==> src/rtl/gpo_notify_pkg.sv <==
// Package: shared constants for the masked GPIO output port.
// Assumes byte-wide software access; every register is a whole number of bytes.
package gpo_notify_pkg;
    localparam int BYTE_W = 8;
    typedef logic [BYTE_W-1:0] byte_t;
endpackage

==> src/rtl/gpo_byte_reg.sv <==
// Module: byte-addressable register of LANES bytes at consecutive offsets from BASE.
// Writes replace a single byte lane. Reads return the addressed lane, or 0 when
// acc_addr hits no lane. Exposes the low OUT_W bits of both the current and the
// next-state value, so that a consumer can act in the same cycle as the write.
// Assumes OUT_W <= LANES*8.
module gpo_byte_reg
    import gpo_notify_pkg::*;
#(
    parameter int              LANES  = 3,
    parameter int              ADDR_W = 8,
    parameter int              OUT_W  = 16,
    parameter logic [ADDR_W-1:0] BASE = 8'h78
) (
    input  logic              clk,
    input  logic              rst_n,
    input  logic              wr_en,
    input  logic [ADDR_W-1:0] addr,
    input  byte_t             wdata,
    output logic [OUT_W-1:0]  q_lo,
    output logic [OUT_W-1:0]  next_lo,
    output logic              wr_hit,
    output byte_t             rd_byte
);
    localparam int REG_W = LANES * BYTE_W;

    logic [REG_W-1:0] q;
    logic [REG_W-1:0] q_next;
    logic [LANES-1:0] sel;

    // Per-lane address decode and next-state byte.
    for (genvar l = 0; l < LANES; l++) begin : g_lane
        assign sel[l] = (addr == ADDR_W'(int'(BASE) + l));
        assign q_next[l*BYTE_W +: BYTE_W] = (wr_en && sel[l]) ? wdata
                                                              : q[l*BYTE_W +: BYTE_W];
    end

    // Register storage with synchronous active-low reset.
    always_ff @(posedge clk) begin
        if (!rst_n) q <= '0;
        else        q <= q_next;
    end

    // Read mux: the selected lane, or zero when no lane matches.
    always_comb begin
        rd_byte = '0;
        for (int l = 0; l < LANES; l++) begin
            if (sel[l]) rd_byte = q[l*BYTE_W +: BYTE_W];
        end
    end

    assign wr_hit  = wr_en && (|sel);
    assign q_lo    = q[OUT_W-1:0];
    assign next_lo = q_next[OUT_W-1:0];
endmodule

==> src/rtl/gpo_change_detect.sv <==
// Module: per-pin change detector. On each update it compares the new effective
// level with the stored previous level, strobes the pins that differ for one
// cycle and stores the new level. Strobes stay zero in cycles without an update.
// Assumes eff_next is valid in the same cycle as upd.
module gpo_change_detect #(
    parameter int PIN_N = 16
) (
    input  logic             clk,
    input  logic             rst_n,
    input  logic             upd,
    input  logic [PIN_N-1:0] eff_next,
    output logic [PIN_N-1:0] evt_strobe,
    output logic [PIN_N-1:0] evt_level
);
    // Compare with the previous level, emit strobes, keep the new level.
    always_ff @(posedge clk) begin
        if (!rst_n) begin
            evt_strobe <= '0;
            evt_level  <= '0;
        end else if (upd) begin
            evt_strobe <= evt_level ^ eff_next;
            evt_level  <= eff_next;
        end else begin
            evt_strobe <= '0;
        end
    end
endmodule

==> src/rtl/gpo_notify_top.sv <==
// Module: masked GPIO output port with per-pin change events.
// Holds a data register and an output-enable register (REG_LANES bytes each).
// Drives pins with data AND enable, and raises one-cycle strobes for the pins
// whose driven value changed because of a register write.
// Assumes PIN_N <= REG_LANES*8 and that the two register windows do not overlap.
module gpo_notify_top
    import gpo_notify_pkg::*;
#(
    parameter int                REG_LANES = 3,
    parameter int                PIN_N     = 16,
    parameter int                ADDR_W    = 8,
    parameter logic [ADDR_W-1:0] DATA_BASE = 8'h78,
    parameter logic [ADDR_W-1:0] OE_BASE   = 8'h7C
) (
    input  logic              clk,
    input  logic              rst_n,
    input  logic              acc_wr,
    input  logic [ADDR_W-1:0] acc_addr,
    input  logic [7:0]        acc_wdata,
    output logic [7:0]        acc_rdata,
    output logic [PIN_N-1:0]  pin_drive,
    output logic [PIN_N-1:0]  evt_strobe,
    output logic [PIN_N-1:0]  evt_level
);
    logic [PIN_N-1:0] data_q, data_nx, oe_q, oe_nx;
    logic             data_hit, oe_hit;
    byte_t            data_rd, oe_rd;

    gpo_byte_reg #(
        .LANES(REG_LANES), .ADDR_W(ADDR_W), .OUT_W(PIN_N), .BASE(DATA_BASE)
    ) u_data (
        .clk(clk), .rst_n(rst_n), .wr_en(acc_wr), .addr(acc_addr),
        .wdata(acc_wdata), .q_lo(data_q), .next_lo(data_nx),
        .wr_hit(data_hit), .rd_byte(data_rd)
    );

    gpo_byte_reg #(
        .LANES(REG_LANES), .ADDR_W(ADDR_W), .OUT_W(PIN_N), .BASE(OE_BASE)
    ) u_oe (
        .clk(clk), .rst_n(rst_n), .wr_en(acc_wr), .addr(acc_addr),
        .wdata(acc_wdata), .q_lo(oe_q), .next_lo(oe_nx),
        .wr_hit(oe_hit), .rd_byte(oe_rd)
    );

    gpo_change_detect #(.PIN_N(PIN_N)) u_detect (
        .clk(clk), .rst_n(rst_n), .upd(data_hit | oe_hit),
        .eff_next(data_nx & oe_nx),
        .evt_strobe(evt_strobe), .evt_level(evt_level)
    );

    // Pins follow the stored registers; disabled pins are held low.
    assign pin_drive = data_q & oe_q;
    // Windows are disjoint, so OR-ing the two read bytes selects one.
    assign acc_rdata = data_rd | oe_rd;
endmodule

==> config.mk <==
export PLATFORM = sky130hd
export DESIGN_NAME = gpo_notify_top
export DESIGN_NICKNAME = d
export VERILOG_FILES = /design/src/rtl/gpo_notify_pkg.sv /design/src/rtl/gpo_byte_reg.sv /design/src/rtl/gpo_change_detect.sv /design/src/rtl/gpo_notify_top.sv
export SDC_FILE = /design/constraint.sdc
export NUM_CORES = 1
export LEC_CHECK = 0
export BUFFER_PORTS_ARGS = -buffer_cell sky130_fd_sc_hd__buf_2
export CORE_ASPECT_RATIO = 0.75
export CORE_UTILIZATION = 50
export DETAILED_ROUTE_END_ITERATION = 8
export GPL_TIMING_DRIVEN = 0
export PLACE_DENSITY = 0.76
export SYNTH_ARGS = -nofsm -noshare
export SYNTH_HDL_FRONTEND = slang
export SYNTH_SLANG_ARGS = --single-unit
==> constraint.sdc <==
create_clock -name clk -period 1.1 [get_ports clk]
set_input_delay 0 -clock clk [delete_from_list [all_inputs] [get_ports clk]]
set_output_delay 0 -clock clk [all_outputs]
set_load 0.01 [all_outputs]
==> qor.csv <==
stage;metric;value;unit
yosys;Top FF cell, synth;dfxtp_1;
sta;fin. max-slew vios;0;
placed_design;Placed Instance Area;4390;um^2
yosys;Post-Synth Simple-Gate Area;0.201;
yosys;largest family of logic cells by synthesized area;simple AND/OR/NAND/NOR gates;
placed_design;Port Buf Inserts;73;
sta;RSZ-0062 raised after global routing;yes;
yosys;Post-synth EDFFs;0;
layout;Nets;553;
sta;# setup viols final;35;
cts;CTS tree;built;
setup_path;FF-to-FF setup slack;-0.18;ns
min_path;Hold Crit Class;in2reg;
floorplan;Starting Density;0.521;
placed_design;routability cong.;0.900;
layout;Ant. Diodes;0;
yosys;syn_area_per_cell;9.38;um^2
yosys;count leader, synth;dfxtp_1;
power_and_ir_drop;Tot Pwr;5.46;mW
setup_path;CP top delay family;multiplexers;
layout;Area growth syn-to-layout;41.1;%
setup_path;CP bufs+invs;1;
layout;multi-input logic area;2430;um^2
floorplan;die height;78.2;um
sta;TNS Setup;-5.32;ns
yosys;post-synthesis mux area share;0.176;
detailed_routing;Post-DRT Antenna Nets;0;
global_routing;first-pass GRT wire length;19.4;mm
setup_path;reg2reg start;u_oe.q[8]$_SDFF_PN0_;
setup_path;Max FO, Critical Path;2;
yosys;Seq cells post-synth;80;
yosys;syn nets;432;
placed_design;Final HPWL DP;7.74;mm
detailed_routing;final WL;13.0;mm
sta;hold_ws;0.0622;ns
layout;Final Cell Area;5470;um^2
cts;CTS sink count;80;
layout;Reg area;1640;um^2
status;status;finished, violations left;
detailed_routing;DRT Pass-1 Iters;5;
cts;CTS buffer count;9;
setup_path;crit path launch;u_data.q[8]$_SDFF_PN0_;
floorplan;Core Area;7430;um^2
sta;clk_skew;0.00725;ns
setup_path;critical path's slowest cell;mux4_2;
power_and_ir_drop;power density cells;998;nW/um^2
yosys;ys async rst share;0;
sta;minimum clock period;1.58;ns
yosys;mapped cell area;3870;um^2
yosys;Synth cell types;36;
layout;fill count;494;
layout;final std cells w/o fill;639;
min_path;Hold Path Origin;acc_wdata[1];
detailed_routing;vias;3945;
floorplan;I/O pins;75;
setup_path;CP max stage delay;0.49;ns
yosys;most frequent cells after synthesis;dfxtp_1 (80), nand2_1 (49), o21ai_0 (32);
floorplan;row count;27;
cts;clock buffer depth;2;
global_routing;number of global-route vias before repair;3782;
sta;headroom to the max-slew limit;0.586;
yosys;Gate Count Post-Synth;413;
yosys;post-synthesis sequential area ratio;0.413;
placed_design;Cells after DPL;587;
layout;layout cells sized above 1;0.539;
setup_path;critical path capture point type;output port;
sta;Final Hold Vio Count;0;
cts;Post-CTS Hold Buffers;0;
cts;H-tree Lvls;3;
detailed_routing;drt drc;0;
setup_path;critical path type;reg2out;
yosys;synthesized-area fraction occupied by adder cells;0;
status;violated checks;setup timing;
global_routing;GRT Overall Usage;0.305;
global_routing;pin count of the biggest net entering global routing;14;
sta;Final Cycle Share;1.43;
flow_run;max-cap violation count;0;
floorplan;Die Wd;104;um
layout;Final Util;0.736;
setup_path;crit-path cells;mux4_2, a22oi_2, nor2_1, buf_2;
floorplan;Die Area;8110;um^2
yosys;Synth Area in XOR/XNOR;0;
power_and_ir_drop;IR drop worst, VDD;0.703;mV
detailed_routing;wire length per cell;20.4;um
sta;maximum operating frequency;0.634;GHz
sta;Setup WS post-layout;-0.477;ns
global_routing;gr ovfl total;0;
yosys;biggest area consumer among synthesized cells;dfxtp_1;
setup_path;type of origin of the critical path;flop;
global_routing;antenna violations before repair;0;
cts;clock slew at reported path FFs;0.08;ns
yosys;top cell type's share of synthesized area;0.413;
sta;Least-Margin Pin Slew;0.621;ns
yosys;Synthesis Warnings;0;
yosys;synth top area cells;dfxtp_1 (41%), mux2_2 (7.0%), mux2i_1 (5.9%);
setup_path;Worst Path Arrival;1.58;ns
detailed_routing;initial DRC count;407;
cts;Clock Latency Late Sink;0.36;ns
yosys;compound-gate portion of the synthesized area;0.157;
power_and_ir_drop;Lkg Pwr;2.35;nW
detailed_routing;via/cell ratio;6.17;
setup_path;CP Data Required Time;1.10;ns
placed_design;Setup Slack @ Placement;-0.476;ns
cts;root buffer cell;clkbuf_8;
## kinds of logic after synthesis
group,after synthesis
compound gates,90
flops,80
mux,55
simple gates,149
buf+inv,39
## registers in the layout, summed over array words and instances (netlist names)
register and flops:
u_data.q 24, u_oe.q 24, u_detect.evt_level 16, u_detect.evt_strobe 16
## repair_timing
| action | CTS | global route |
|---|---|---|
| buffers inserted | 28 | 17 |
| endpoints found under the setup margin | 29 | 98 |
| gates resized for setup | 102 | 88 |
| pin swaps | 46 | 20 |
## per-layer routing
layer | up-vias | share of wire | GRT usage
met5 | - | 0 | 0
met4 | 0 | 0.030 | 0.0971
met3 | 46 | 0.091 | 0.0831
met2 | 232 | 0.47 | 0.481
met1 | 1933 | 0.41 | 0.407
li1 | 1734 | - | -
## power breakdown
group	internal (mW)	switching [mW]	leakage [nW]
combinational	0.117	0.258	1.60
sequential	2.89	0.00155	0.660
clock	1.09	1.10	0.0904
total	4.10	1.36	2.35
## tightest hold or removal path, cell delays in order
cell	delay, ns
buf_2	0.13
nand2_4	0.07
o21ai_4	0.06
mux2i_1	0.11
## cell usage in the layout (no fill, tap or decap), drive strengths merged
cell type	instances
nand2	49
a22o	16
nand4bb	1
mux2i	23
nor2	25
nand4	13
clkinv	1
and4	1
o21ai	47
clkbuf	14
mux4	8
and2	11
mux2	24
nand3	26
dfxtp	80
nand4b	2
a21oi	1
inv	11
and3b	1
a21boi	1
and3	1
buf	134
clkinvlp	3
bufinv	1
a21o	1
a22oi	8
nand2b	15
a31o	16
and4b	2
nor2b	2
## worst paths after layout
kind | to | cells after the start
min | u_detect.evt_strobe[1]$_SDFF_PN0_ | 4
max reg2reg | u_detect.evt_level[8]$_SDFFE_PN0P_ | 6
min reg2reg | u_oe.q[22]$_SDFFE_PN0P_ | 2
max | acc_rdata[0] | 4
## final cells by class
class,instances,share of cell area
plain buffers,28,0.0378
clock buffers,10,0.0252
clock inverters,5,0.0105
inverters,11,0.00755
multi-input cells,294,0.445
flip-flops and latches,80,0.300
well taps,101,0.0231
repair buffers,110,0.151
(Power assumes the default switching activity.)
